$ cat config.mk
export PLATFORM = sky130hd
export DESIGN_NAME = ocp_fault_latch
export DESIGN_NICKNAME = d
export VERILOG_FILES = /design/src/rtl/ocp_pkg.sv /design/src/rtl/ocp_run_counter.sv /design/src/rtl/ocp_sync_edge.sv /design/src/rtl/ocp_fault_fsm.sv /design/src/rtl/ocp_fault_latch.sv
export SDC_FILE = /design/constraint.sdc
export NUM_CORES = 1
export LEC_CHECK = 0
export ABC_AREA = 1
export BUFFER_PORTS_ARGS = -buffer_cell sky130_fd_sc_hd__buf_4
export CELL_PAD_IN_SITES_DETAIL_PLACEMENT = 1
export CELL_PAD_IN_SITES_GLOBAL_PLACEMENT = 1
export CORE_AREA = 2 2 49 51
export DETAILED_ROUTE_END_ITERATION = 6
export DIE_AREA = 0 0 51 53
export PLACE_DENSITY = 0.82
export RECOVER_POWER = 100
export SYNTH_ARGS = -nofsm -noshare
export SYNTH_HDL_FRONTEND = slang
export SYNTH_SLANG_ARGS = --single-unit
$ cat constraint.sdc
create_clock -name clk -period 1.65 [get_ports clk]
set_clock_uncertainty 0.2 [all_clocks]
set_input_delay 0.33 -clock clk [delete_from_list [all_inputs] [get_ports clk]]
set_output_delay 0.33 -clock clk [all_outputs]
set_load 0.005 [all_outputs]
$ cat src/rtl/ocp_pkg.sv
package ocp_pkg;

    typedef enum logic [1:0] {
        ST_IDLE     = 2'd0,
        ST_DEBOUNCE = 2'd1,
        ST_FAULT    = 2'd2,
        ST_REARM    = 2'd3
    } ocp_state_e;

    typedef enum logic [1:0] {
        EDGE_BOTH = 2'd0,
        EDGE_RISE = 2'd1,
        EDGE_FALL = 2'd2
    } ocp_edge_e;

    typedef struct packed {
        logic fault_drv;
        logic pwm_drv;
    } ocp_drive_t;

    function automatic int run_width(input int limit);
        return (limit < 2) ? 1 : $clog2(limit);
    endfunction

    function automatic logic is_latched(input ocp_state_e s);
        return s == ST_FAULT;
    endfunction

    function automatic logic is_armed(input ocp_state_e s);
        return (s == ST_IDLE) || (s == ST_DEBOUNCE);
    endfunction

endpackage

$ cat src/rtl/ocp_run_counter.sv
module ocp_run_counter #(
    parameter int LIMIT = 4
) (
    input  logic clk,
    input  logic rst,
    input  logic run_i,
    output logic hit_o
);
    localparam int W = ocp_pkg::run_width(LIMIT);
    localparam logic [W-1:0] LAST = W'(LIMIT - 1);

    logic [W-1:0] cnt;

    assign hit_o = run_i && (cnt == LAST);

    always_ff @(posedge clk) begin
        if (rst || !run_i || hit_o) begin
            cnt <= '0;
        end else begin
            cnt <= cnt + 1'b1;
        end
    end

    generate
        if (LIMIT > 1) begin : g_chk
            // a completed run is never reached without a run sample just before it
            assert_hit_needs_run_R3: assert property (@(posedge clk) disable iff (rst)
                hit_o |-> $past(run_i));
        end
    endgenerate

endmodule

$ cat src/rtl/ocp_sync_edge.sv
module ocp_sync_edge
    import ocp_pkg::*;
#(
    parameter ocp_edge_e EDGE_MODE = EDGE_BOTH
) (
    input  logic clk,
    input  logic rst,
    input  logic sync_i,
    output logic edge_o
);
    logic sync_q;

    always_ff @(posedge clk) begin
        if (rst) begin
            sync_q <= 1'b0;
        end else begin
            sync_q <= sync_i;
        end
    end

    generate
        if (EDGE_MODE == EDGE_RISE) begin : g_rise
            assign edge_o = sync_i && !sync_q;
        end else if (EDGE_MODE == EDGE_FALL) begin : g_fall
            assign edge_o = !sync_i && sync_q;
        end else begin : g_both
            assign edge_o = sync_i ^ sync_q;
        end
    endgenerate

endmodule

$ cat src/rtl/ocp_fault_fsm.sv
module ocp_fault_fsm
    import ocp_pkg::*;
(
    input  logic       clk,
    input  logic       rst,
    input  logic       oc_flag_i,
    input  logic       deb_hit_i,
    input  logic       clr_hit_i,
    input  logic       sync_edge_i,
    output ocp_state_e state_o
);
    ocp_state_e state_q;
    ocp_state_e state_d;

    always_comb begin
        state_d = state_q;
        unique case (state_q)
            ST_IDLE: begin
                if (deb_hit_i) begin
                    state_d = ST_FAULT;
                end else if (oc_flag_i) begin
                    state_d = ST_DEBOUNCE;
                end
            end
            ST_DEBOUNCE: begin
                if (deb_hit_i) begin
                    state_d = ST_FAULT;
                end else if (!oc_flag_i) begin
                    state_d = ST_IDLE;
                end
            end
            ST_FAULT: begin
                if (clr_hit_i) begin
                    state_d = ST_REARM;
                end
            end
            ST_REARM: begin
                if (sync_edge_i) begin
                    state_d = oc_flag_i ? ST_FAULT : ST_IDLE;
                end
            end
            default: state_d = ST_IDLE;
        endcase
    end

    always_ff @(posedge clk) begin
        if (rst) begin
            state_q <= ST_IDLE;
        end else begin
            state_q <= state_d;
        end
    end

    assign state_o = state_q;

    // the wait after a clear only ends on a SYNC edge
    assert_rearm_waits_edge_R7: assert property (@(posedge clk) disable iff (rst)
        (state_q == ST_REARM && !sync_edge_i) |=> (state_q == ST_REARM));

    // the edge decision follows the flag
    assert_rearm_decides_R7: assert property (@(posedge clk) disable iff (rst)
        (state_q == ST_REARM && sync_edge_i && oc_flag_i) |=> (state_q == ST_FAULT));

endmodule

$ cat src/rtl/ocp_fault_latch.sv
module ocp_fault_latch
    import ocp_pkg::*;
#(
    parameter int        DEB_CYCLES = 175,
    parameter int        RST_CYCLES = 25,
    parameter ocp_edge_e EDGE_MODE  = EDGE_BOTH
) (
    input  logic clk,
    input  logic rst,
    input  logic oc_flag_i,
    input  logic sync_i,
    input  logic pwm_req_i,
    input  logic pwm_pin_i,
    output logic pwm_oe_o,
    output logic fault_oe_o
);
    localparam int DEB_RUN = DEB_CYCLES + 1;
    localparam int CLR_RUN = (RST_CYCLES < 1) ? 1 : RST_CYCLES;

    ocp_state_e state;
    ocp_drive_t drv;
    logic       deb_run, deb_hit;
    logic       clr_run, clr_hit;
    logic       sync_edge;

    assign drv.fault_drv = is_latched(state);
    assign drv.pwm_drv   = pwm_req_i && !drv.fault_drv;

    assign deb_run = oc_flag_i && is_armed(state);
    assign clr_run = is_latched(state) && !drv.pwm_drv && !pwm_pin_i;

    ocp_run_counter #(.LIMIT(DEB_RUN)) u_deb_cnt (
        .clk   (clk),
        .rst   (rst),
        .run_i (deb_run),
        .hit_o (deb_hit)
    );

    ocp_run_counter #(.LIMIT(CLR_RUN)) u_clr_cnt (
        .clk   (clk),
        .rst   (rst),
        .run_i (clr_run),
        .hit_o (clr_hit)
    );

    ocp_sync_edge #(.EDGE_MODE(EDGE_MODE)) u_edge (
        .clk    (clk),
        .rst    (rst),
        .sync_i (sync_i),
        .edge_o (sync_edge)
    );

    ocp_fault_fsm u_fsm (
        .clk         (clk),
        .rst         (rst),
        .oc_flag_i   (oc_flag_i),
        .deb_hit_i   (deb_hit),
        .clr_hit_i   (clr_hit),
        .sync_edge_i (sync_edge),
        .state_o     (state)
    );

    assign pwm_oe_o   = drv.pwm_drv;
    assign fault_oe_o = drv.fault_drv;

    // reset leaves the fault inactive
    assert_reset_quiet_R1: assert property (@(posedge clk)
        rst |=> !fault_oe_o);

    // a fault only starts from a sampled high flag
    assert_rise_needs_flag_R2: assert property (@(posedge clk) disable iff (rst)
        $rose(fault_oe_o) |-> $past(oc_flag_i));

    // a high PWM pin never releases a latched fault
    assert_hold_latched_R4: assert property (@(posedge clk) disable iff (rst)
        (fault_oe_o && pwm_pin_i) |=> fault_oe_o);

    // no PWM drive while the fault is active
    assert_pwm_released_R5: assert property (@(posedge clk) disable iff (rst)
        fault_oe_o |-> !pwm_oe_o);

    // every release follows a low sample of the PWM pin
    assert_clear_needs_low_R6: assert property (@(posedge clk) disable iff (rst)
        $fell(fault_oe_o) |-> $past(!pwm_pin_i));

endmodule

Yosys cells after proc, flatten, opt, wreduce, memory -nomap -nowiden
Cells that the tools add are included.
Word-level totals
  bits in registers: 16
  input port bits: 6
  output and inout port bits: 2
  word-level logic and storage cells: 42
Cells by class
  add/sub/neg operators: 2
  equal/unequal tests: 9
  muxes and demuxes: 8
  bitwise gates (word level): 1
  reductions and logical operators: 18
Operator list (count)
  $mux W2: 7
  $add A8 B1 Y8 const B: 1
  $eq A8 B8 Y1 const B: 1
  $pmux W2 S4: 1
  $logic_and A1 B1 Y1: 6
  $ne A3 B2 Y1 const B: 2
  $add A5 B1 Y5 const B: 1
  $eq A5 B5 Y1 const B: 1
  $logic_not A1 Y1: 5
  $logic_or A1 B1 Y1: 5
  $eq A2 B2 Y1 const B: 2
  $reduce_and A4 Y1: 1
  $eq A2 B1 Y1 const B: 1
  $logic_not A2 Y1: 1
  $ne A2 B1 Y1 const B: 1
  $ne A2 B2 Y1 const B: 1
  $xor A1 B1 Y1: 1

Depth between registers and ports, before layout
Gate-level depths: netlist (run 1).
  depth in word-level cells: 9
  gate-level depth with buffers: 9

Modules after synthesis
From an unflattened synthesis (run 1), not the netlist that was laid out.
Second synthesis, totals
  cell total of the unflattened synthesis: 135
  area total of the unflattened synthesis: 888.4 µm²
Modules (own cells, without submodules)
  ocp_run_counter at u_deb_cnt: times used 1, cells an instance 53, area each 384.1 µm², sequential area each 160.2 µm²
  ocp_run_counter at u_clr_cnt: times used 1, cells an instance 33, area each 254.0 µm², sequential area each 100.1 µm²
  ocp_fault_fsm: times used 1, cells an instance 34, area each 173.9 µm², sequential area each 40.0 µm²
  ocp_sync_edge: times used 1, cells an instance 7, area each 42.5 µm², sequential area each 20.0 µm²
  ocp_fault_latch: times used 1, cells an instance 8, area each 33.8 µm², sequential area each 0.0 µm²

Worst setup path after synthesis (run 1)
OpenSTA, ideal clock, no wires.
  kind: reg-to-reg
  start point: reg u_deb_cnt.cnt[0]
  end point: reg u_deb_cnt.cnt[6]
  library setup time: 0.113 ns
  arrival time: 1.065 ns
  data required time: 1.337 ns
  path slack: 0.273 ns
  stages on the path, launching flop included: 9
  path buffers: 0
  cells stage by stage: dfxtp_1 ha_1 nand3_1 inv_2 nand2_4 nand2_4 a21oi_2 o21ai_1 inv_2
On the way
  word-level cells in the longest chain between the ends: 3
  elaborated cells between the ends (all ways): 4
  those cells by class: add/sub (1); eq/ne (1); reduce/logical (2)
RTL lines
  start: declaration: RTL line ocp_run_counter.sv:12  | logic [W-1:0] cnt;
  start signal: assignment: RTL line ocp_run_counter.sv:20  | cnt <= cnt + 1'b1;
  branches (longest 3 deep; another with $add A8 B1 Y8)
Parallel ways; which one is timed is not known.
A chain may end at the register's enable or synchronous reset.

Worst setup path after layout (run 1)
  start point: reg u_fsm.state_q[1], in the netlist u_fsm.state_o[1]
  end point: out pwm_oe_o
On the way
  word-level cells in the longest chain between the ends: 3
RTL lines
  start: declaration: RTL line ocp_fault_fsm.sv:12  | ocp_state_e state_q;
  start signal: assignment: RTL line ocp_fault_fsm.sv:50  | state_q <= state_d;
  $eq A2 B2 Y1: RTL line ocp_pkg.sv:26  | return s == ST_FAULT;
  $logic_not A1 Y1: RTL line ocp_fault_latch.sv:27  | assign drv.pwm_drv = pwm_req_i && !drv.fault_drv;
  $logic_and A1 B1 Y1: RTL line ocp_fault_latch.sv:27
  end: declaration: RTL line ocp_fault_latch.sv:14  | output logic pwm_oe_o,
Every way passes these cells.

==> impl_metrics.tcl, run 1 <==
set metrics [dict create \
    status "finished, final reports clean" \
    drc 0 \
    max-slew-margin-rel 0.849 \
    cp_max_fo 5 \
    cp_data_required_time_ns 1.12 \
    p_per_area_mw_per_mm2 678 \
    grt_usage 0.132 \
    antenna_cells 0 \
    io_buffers 7 \
    rsz0062_at_grt "no" \
    h-tree-depth 1 \
    post-route-period-util 0.948 \
    hold_start "rst" \
    max_freq_mhz 640 \
    first_global_vias 707 \
    synth_async_sr_flop_share 0 \
    hold_viol 0 \
    die_x_um 51 \
    synth_top_area_cell "dfxtp_1" \
    clkTransAtPathRegs_ns 0.09 \
    setup-tns-final_ns 0 \
    internal_power_mw 0.506 \
    cp.arrival_ns 1.03 \
    p_comb_frac 0.101 \
    cp-end-kind "output port" \
    maxCapViolCount 0 \
    antenna_found_initial 0 \
    yosys-top-cells-area "dfxtp_1 36%, inv_1 6.8%, nand2_1 6.4%" \
    cts_root_buf "clkbuf_4" \
    synth_top_area_frac 0.365 \
    wire_per_inst_um 10.9 \
    vias 705 \
    grt_pass1_wl_mm 2.68 \
    finalWirelength_mm 1.62 \
    clkSinkCount 16 \
    ir_drop_v 0.000497 \
    postSynthCellCount 110 \
    p_clk_frac 0.296 \
    dieArea_mm2 0.00270 \
    finalSetupViolCount 0 \
    synth_nets 119 \
    worstReg2RegStart "u_deb_cnt.cnt[0]$_SDFF_PP0_" \
    holdPathStages 2 \
    dp_hpwl_mm 1.34 \
    p_switching_mw 0.162 \
    power.leakage_nw 0.438 \
    gp_congestion 0.796 \
    grt_max_degree 9 \
    fillCellCount 277 \
    viasPerCell 4.73 \
    crit_path_start_kind "flop" \
    pin_count 8 \
    synth_cell_types 23 \
    area_growth_pct 12.1 \
    cts_buffers 3 \
    ys.flop_type "dfxtp_1" \
    setup.worst_path.start "u_fsm.state_o[1]$_SDFFE_PP0P_" \
    critPathKind "flop to output port" \
    power_mw 0.668 \
    tightestPinTransition_ns 0.226 \
    syn_area_um2 878 \
    final_net_count 132 \
    cts_tree "built" \
    rows 17 \
    hp-class "input pin to flop" \
    antenna_left 0 \
    synth_edf_count 0 \
    yosysSeqAreaShare 0.365 \
    insertion_delay_ns 0.28 \
    swShare 0.242 \
    overflow 0 \
    die_h_um 53 \
    cts_max_path_buffers 2 \
    drt_iter0_markers 7 \
    seqPwrFrac 0.602 \
    drtPass1Iterations 4 \
    yosys_warnings 0 \
    drive_above_1_share 0.298 \
    core-area_mm2 0.00215 \
    rr_worst_depth 8 \
    layout_min_cycle_time_ns 1.56 \
    syn_avg_cell_area_um2 7.98 \
    ys_seq_elements 16 \
    start_util 0.409 \
    maxSlewViolCount 0 \
]
==> synth_stat cells, types with 2 or more instances <==
cell      n
nand2_4   3
ha_1      3
dfxtp_1  16
inv_2     7
inv_1    16
o21ai_1   2
nor2_4    4
nand4_1   3
xor2_1    2
nand2_1  15
a21oi_2   3
nand3_1   6
nor2_1   14
a21oi_1   3
nand2_2   4
nor3b_2   2
==> sequential cells by signal, indices dropped and copies added (netlist names) <==
register       count
u_deb_cnt.cnt      8
u_clr_cnt.cnt      5
u_fsm.state_o      2
u_edge.sync_q      1
==> layout by cell type (no fill, tap or decap) <==
cell type   n
nand4_4     1
buf_4       6
nor3_1      1
dfxtp_2     1
nand4_1     3
nand3_2     1
dfxtp_1    15
nand2_2     4
nor2_4      4
xnor2_1     1
a21oi_2     1
nand3_1     6
o21ai_1     2
nor3b_1     1
clkbuf_4    5
inv_2       7
xor2_1      2
nor3b_2     1
nand3b_4    1
nor2_1     14
a21oi_1     5
inv_1      16
nand2_4     3
ha_1        3
nand3b_1    1
nor2_2      1
nand2_1    15
==> path summary, 6_finish.rpt <==
kind / endpoint / slack [ns]
setup / recovery: pwm_oe_o / 0.09
hold / removal: u_edge.sync_q$_SDFF_PP0_ / 0.03
setup reg to reg: u_deb_cnt.cnt[6]$_SDFF_PP0_ / 0.15
hold reg to reg: u_deb_cnt.cnt[0]$_SDFF_PP0_ / 0.28
==> routing by layer <==
layer	track usage	part of all wire	vias up
li1	-	-	360
met1	0.125	0.42	335
met2	0.260	0.54	8
met3	0.0452	0.031	2
met4	0.0495	0.0080	0
met5	0	0	-
==> cell type report <==
class / count / area (µm²) / share of cell area
sequential: 16 / 322 / 0.327
tap: 28 / 35.0 / 0.0356
multi-input combinational: 71 / 459 / 0.466
inverter: 23 / 86.3 / 0.0877
timing repair buffer: 8 / 60.1 / 0.0610
clock buffer: 3 / 22.5 / 0.0229
==> power groups by stage <==
stage	registers [mW]	clock network (mW)	logic, mW
floorplan	0.410	0	0.0470
global placement	0.411	0	0.0651
detailed placement	0.412	0	0.0686
CTS	0.403	0.212	0.0691
global route	0.403	0.224	0.0747
finish	0.402	0.198	0.0675
==> stage by stage <==
step	cells	cell area, µm²	setup slack, ns	hold WS, ns	util
after CTS	148	988	0.0121	0.0223	0.460
after floorplan	110	878	0.273	0.202	-
after global routing	149	985	0.0180	0.0159	0.458
after detailed placement	145	966	0.143	0.268	0.450
after global placement	145	966	0.224	0.244	0.450
final	149	985	0.0865	0.0296	0.458
==> cell families after synthesis <==
group                    after synthesis  synth area share
AO/OA/AOI/OAI                          8            0.0584
XOR/XNOR                               3            0.0299
adder cells (fa/ha/maj)                3            0.0427
buffers and inverters                 23            0.0983
flip-flops                            16             0.365
AND/OR/NAND/NOR                       57             0.406
==> worst max-delay path, cell delays in order (launching register included) <==
cell and delay, ns:
dfxtp_2 0.36, inv_2 0.06, nor2_4 0.15, nor2_1 0.06, clkbuf_4 0.13
==> timing repair <==
action                                  CTS  global route
hold buffers                              0             0
endpoints found under the setup margin    0             1
setup buffers                             0             1
gates resized for setup                   0             1
(Power assumes the default switching activity.)
==> inputs of run 2 (changes only) <==
--- a/config.mk
+++ b/config.mk
@@ -10,6 +10,7 @@
 export CELL_PAD_IN_SITES_DETAIL_PLACEMENT = 1
 export CELL_PAD_IN_SITES_GLOBAL_PLACEMENT = 1
 export CORE_AREA = 2 2 49 51
+export CTS_BUF_LIST = sky130_fd_sc_hd__clkbuf_8
 export DETAILED_ROUTE_END_ITERATION = 6
 export DIE_AREA = 0 0 51 53
 export PLACE_DENSITY = 0.82
==> impl_metrics.tcl, run 2 (synthesis gave the netlist of run 1 again) <==
set metrics [dict create \
    grt_max_degree 9 \
    area_growth_pct 13.2 \
    internal_power_mw 0.584 \
    rows 17 \
    io_buffers 7 \
    post-route-period-util 0.954 \
    multi_input_comb_area_um2 459 \
    hold_start "rst" \
    p_per_area_mw_per_mm2 758 \
    stdcell_area_um2 995 \
    cts_tree "built" \
    maxSlewViolCount 0 \
    layout.cells.non_filler 148 \
    die_x_um 51 \
    p_switching_mw 0.170 \
    vias 708 \
    cp-end-kind "output port" \
    setup-tns-final_ns 0 \
    regArea_um2 320 \
    rsz0062_at_grt "no" \
    critPathKind "flop to output port" \
    min_to "u_edge.sync_q$_SDFF_PP0_" \
    fillCellCount 279 \
    drc 0 \
    start_util 0.409 \
    grtUsageMet3 0.0537 \
    regToRegEndpoint "u_deb_cnt.cnt[6]$_SDFF_PP0_" \
    grt_pass1_wl_mm 2.69 \
    cts_buffers 3 \
    drtPass1Iterations 4 \
    cp_data_required_time_ns 1.12 \
    cts_max_path_buffers 2 \
    clkTransAtPathRegs_ns 0.06 \
    finalSetupViolCount 0 \
    h-tree-depth 1 \
    overflow 0 \
    grt_busiest_layer "met2" \
    cts_root_buf "clkbuf_8" \
    layout_common_cells "16 x inv_1, 16 x dfxtp_1, 15 x nand2_1" \
    pin_count 8 \
    maxCapViolCount 0 \
    post-cts-setup-buffers 0 \
    dieArea_mm2 0.00270 \
    gp_congestion 0.796 \
    drive_above_1_share 0.283 \
    status "finished, final reports clean" \
    largest_reg_flops 8 \
    clkSinkCount 16 \
    die_h_um 53 \
    swShare 0.226 \
    met1_usage 0.127 \
    holdPathStages 2 \
    core-area_mm2 0.00215 \
    cp.arrival_ns 1.04 \
    fin_hold_ws_ns 0.0694 \
    antenna_found_initial 0 \
    hp-class "input pin to flop" \
    finalWirelength_mm 1.60 \
    p_clk_frac 0.377 \
    grt_usage 0.135 \
    max_freq_mhz 635 \
    drt_iter0_markers 6 \
    r2r_slack_ns 0.13 \
    tightestPinTransition_ns 0.225 \
    seqPwrFrac 0.535 \
    max-slew-margin-rel 0.849 \
    crit_path_start_kind "flop" \
    wire_per_inst_um 10.8 \
    post_cts_resized 0 \
    rr_worst_depth 8 \
    p_comb_frac 0.089 \
    power.leakage_nw 0.441 \
    first_global_vias 704 \
    use_met2 0.255 \
    post_dp_cell_area_um2 966 \
    insertion_delay_ns 0.24 \
    antenna_cells 0 \
    ir_drop_v 0.000534 \
    cp_max_fo 5 \
    worstReg2RegStart "u_deb_cnt.cnt[0]$_SDFF_PP0_" \
    viasPerCell 4.78 \
    antenna_left 0 \
    top_register "u_deb_cnt.cnt" \
    hold_viol 0 \
    ctsHoldBuffers 0 \
    layout_min_cycle_time_ns 1.57 \
    dp.cells 145 \
    dp_hpwl_mm 1.34 \
    final_net_count 131 \
]
[run 2: cell count changes in the layout (fill, tap and decap cells not counted)]
cell      previous run  this run
dfxtp_2              1         0
buf_4                6         4
clkbuf_8             0         3
clkbuf_4             5         3
dfxtp_1             15        16
[run 2: worst max-delay path: stages, from the launching register on]
cell	delay [ns]
dfxtp_1	0.37
inv_2	0.08
nor2_4	0.16
nor2_1	0.06
clkbuf_4	0.13
[run 2: metal layers]
layer  share of wire  vias up  wire (µm)
li1                -      358          -
met1            0.40      340        640
met3           0.039        2         62
met2            0.55        8        878
met5               0        -          0
met4           0.012        0         20
[run 2: area by class of cell]
| class | count | share of cell area |
|---|---|---|
| flip-flops and latches | 16 | 0.322 |
| repair buffers | 7 | 0.0528 |
| clock buffers | 3 | 0.0415 |
| well taps | 28 | 0.0352 |
| inverters | 23 | 0.0868 |
| multi-input cells | 71 | 0.462 |
[run 2: power groups by stage]
stage               sequential, mW  clock (mW)  combinational (mW)
floorplan                    0.410           0              0.0470
global placement             0.411           0              0.0651
detailed placement           0.412           0              0.0686
CTS                          0.403       0.297              0.0688
global route                 0.404       0.313              0.0746
finish                       0.403       0.284              0.0667
[run 2: metrics by stage]
| stage | setup WS, ns | util | total power [mW] |
|---|---|---|---|
| 5_1_grt | 0.0202 | 0.463 | 0.791 |
| 3_3_place_gp | 0.224 | 0.450 | 0.476 |
| 2_1_floorplan | 0.273 | - | 0.457 |
| 3_5_place_dp | 0.143 | 0.450 | 0.480 |
| 4_1_cts | 0.0638 | 0.469 | 0.769 |
| 6_report | 0.0763 | 0.463 | 0.754 |
[run 2: how the worst max path moves through the flow]
| stage | startpoint | end | slack, ns | cells after the start |
|---|---|---|---|---|
| after detailed placement | u_deb_cnt.cnt[0]$_SDFF_PP0_ | u_deb_cnt.cnt[6]$_SDFF_PP0_ | 0.14 | 8 |
| after floorplan | u_deb_cnt.cnt[0]$_SDFF_PP0_ | u_deb_cnt.cnt[6]$_SDFF_PP0_ | 0.27 | 8 |
| after global routing | u_fsm.state_o[1]$_SDFFE_PP0P_ | pwm_oe_o | 0.02 | 4 |
| after CTS | u_fsm.state_o[1]$_SDFFE_PP0P_ | pwm_oe_o | 0.06 | 4 |
| final | u_fsm.state_o[1]$_SDFFE_PP0P_ | pwm_oe_o | 0.08 | 4 |
| after global placement | u_deb_cnt.cnt[0]$_SDFF_PP0_ | u_deb_cnt.cnt[6]$_SDFF_PP0_ | 0.22 | 8 |
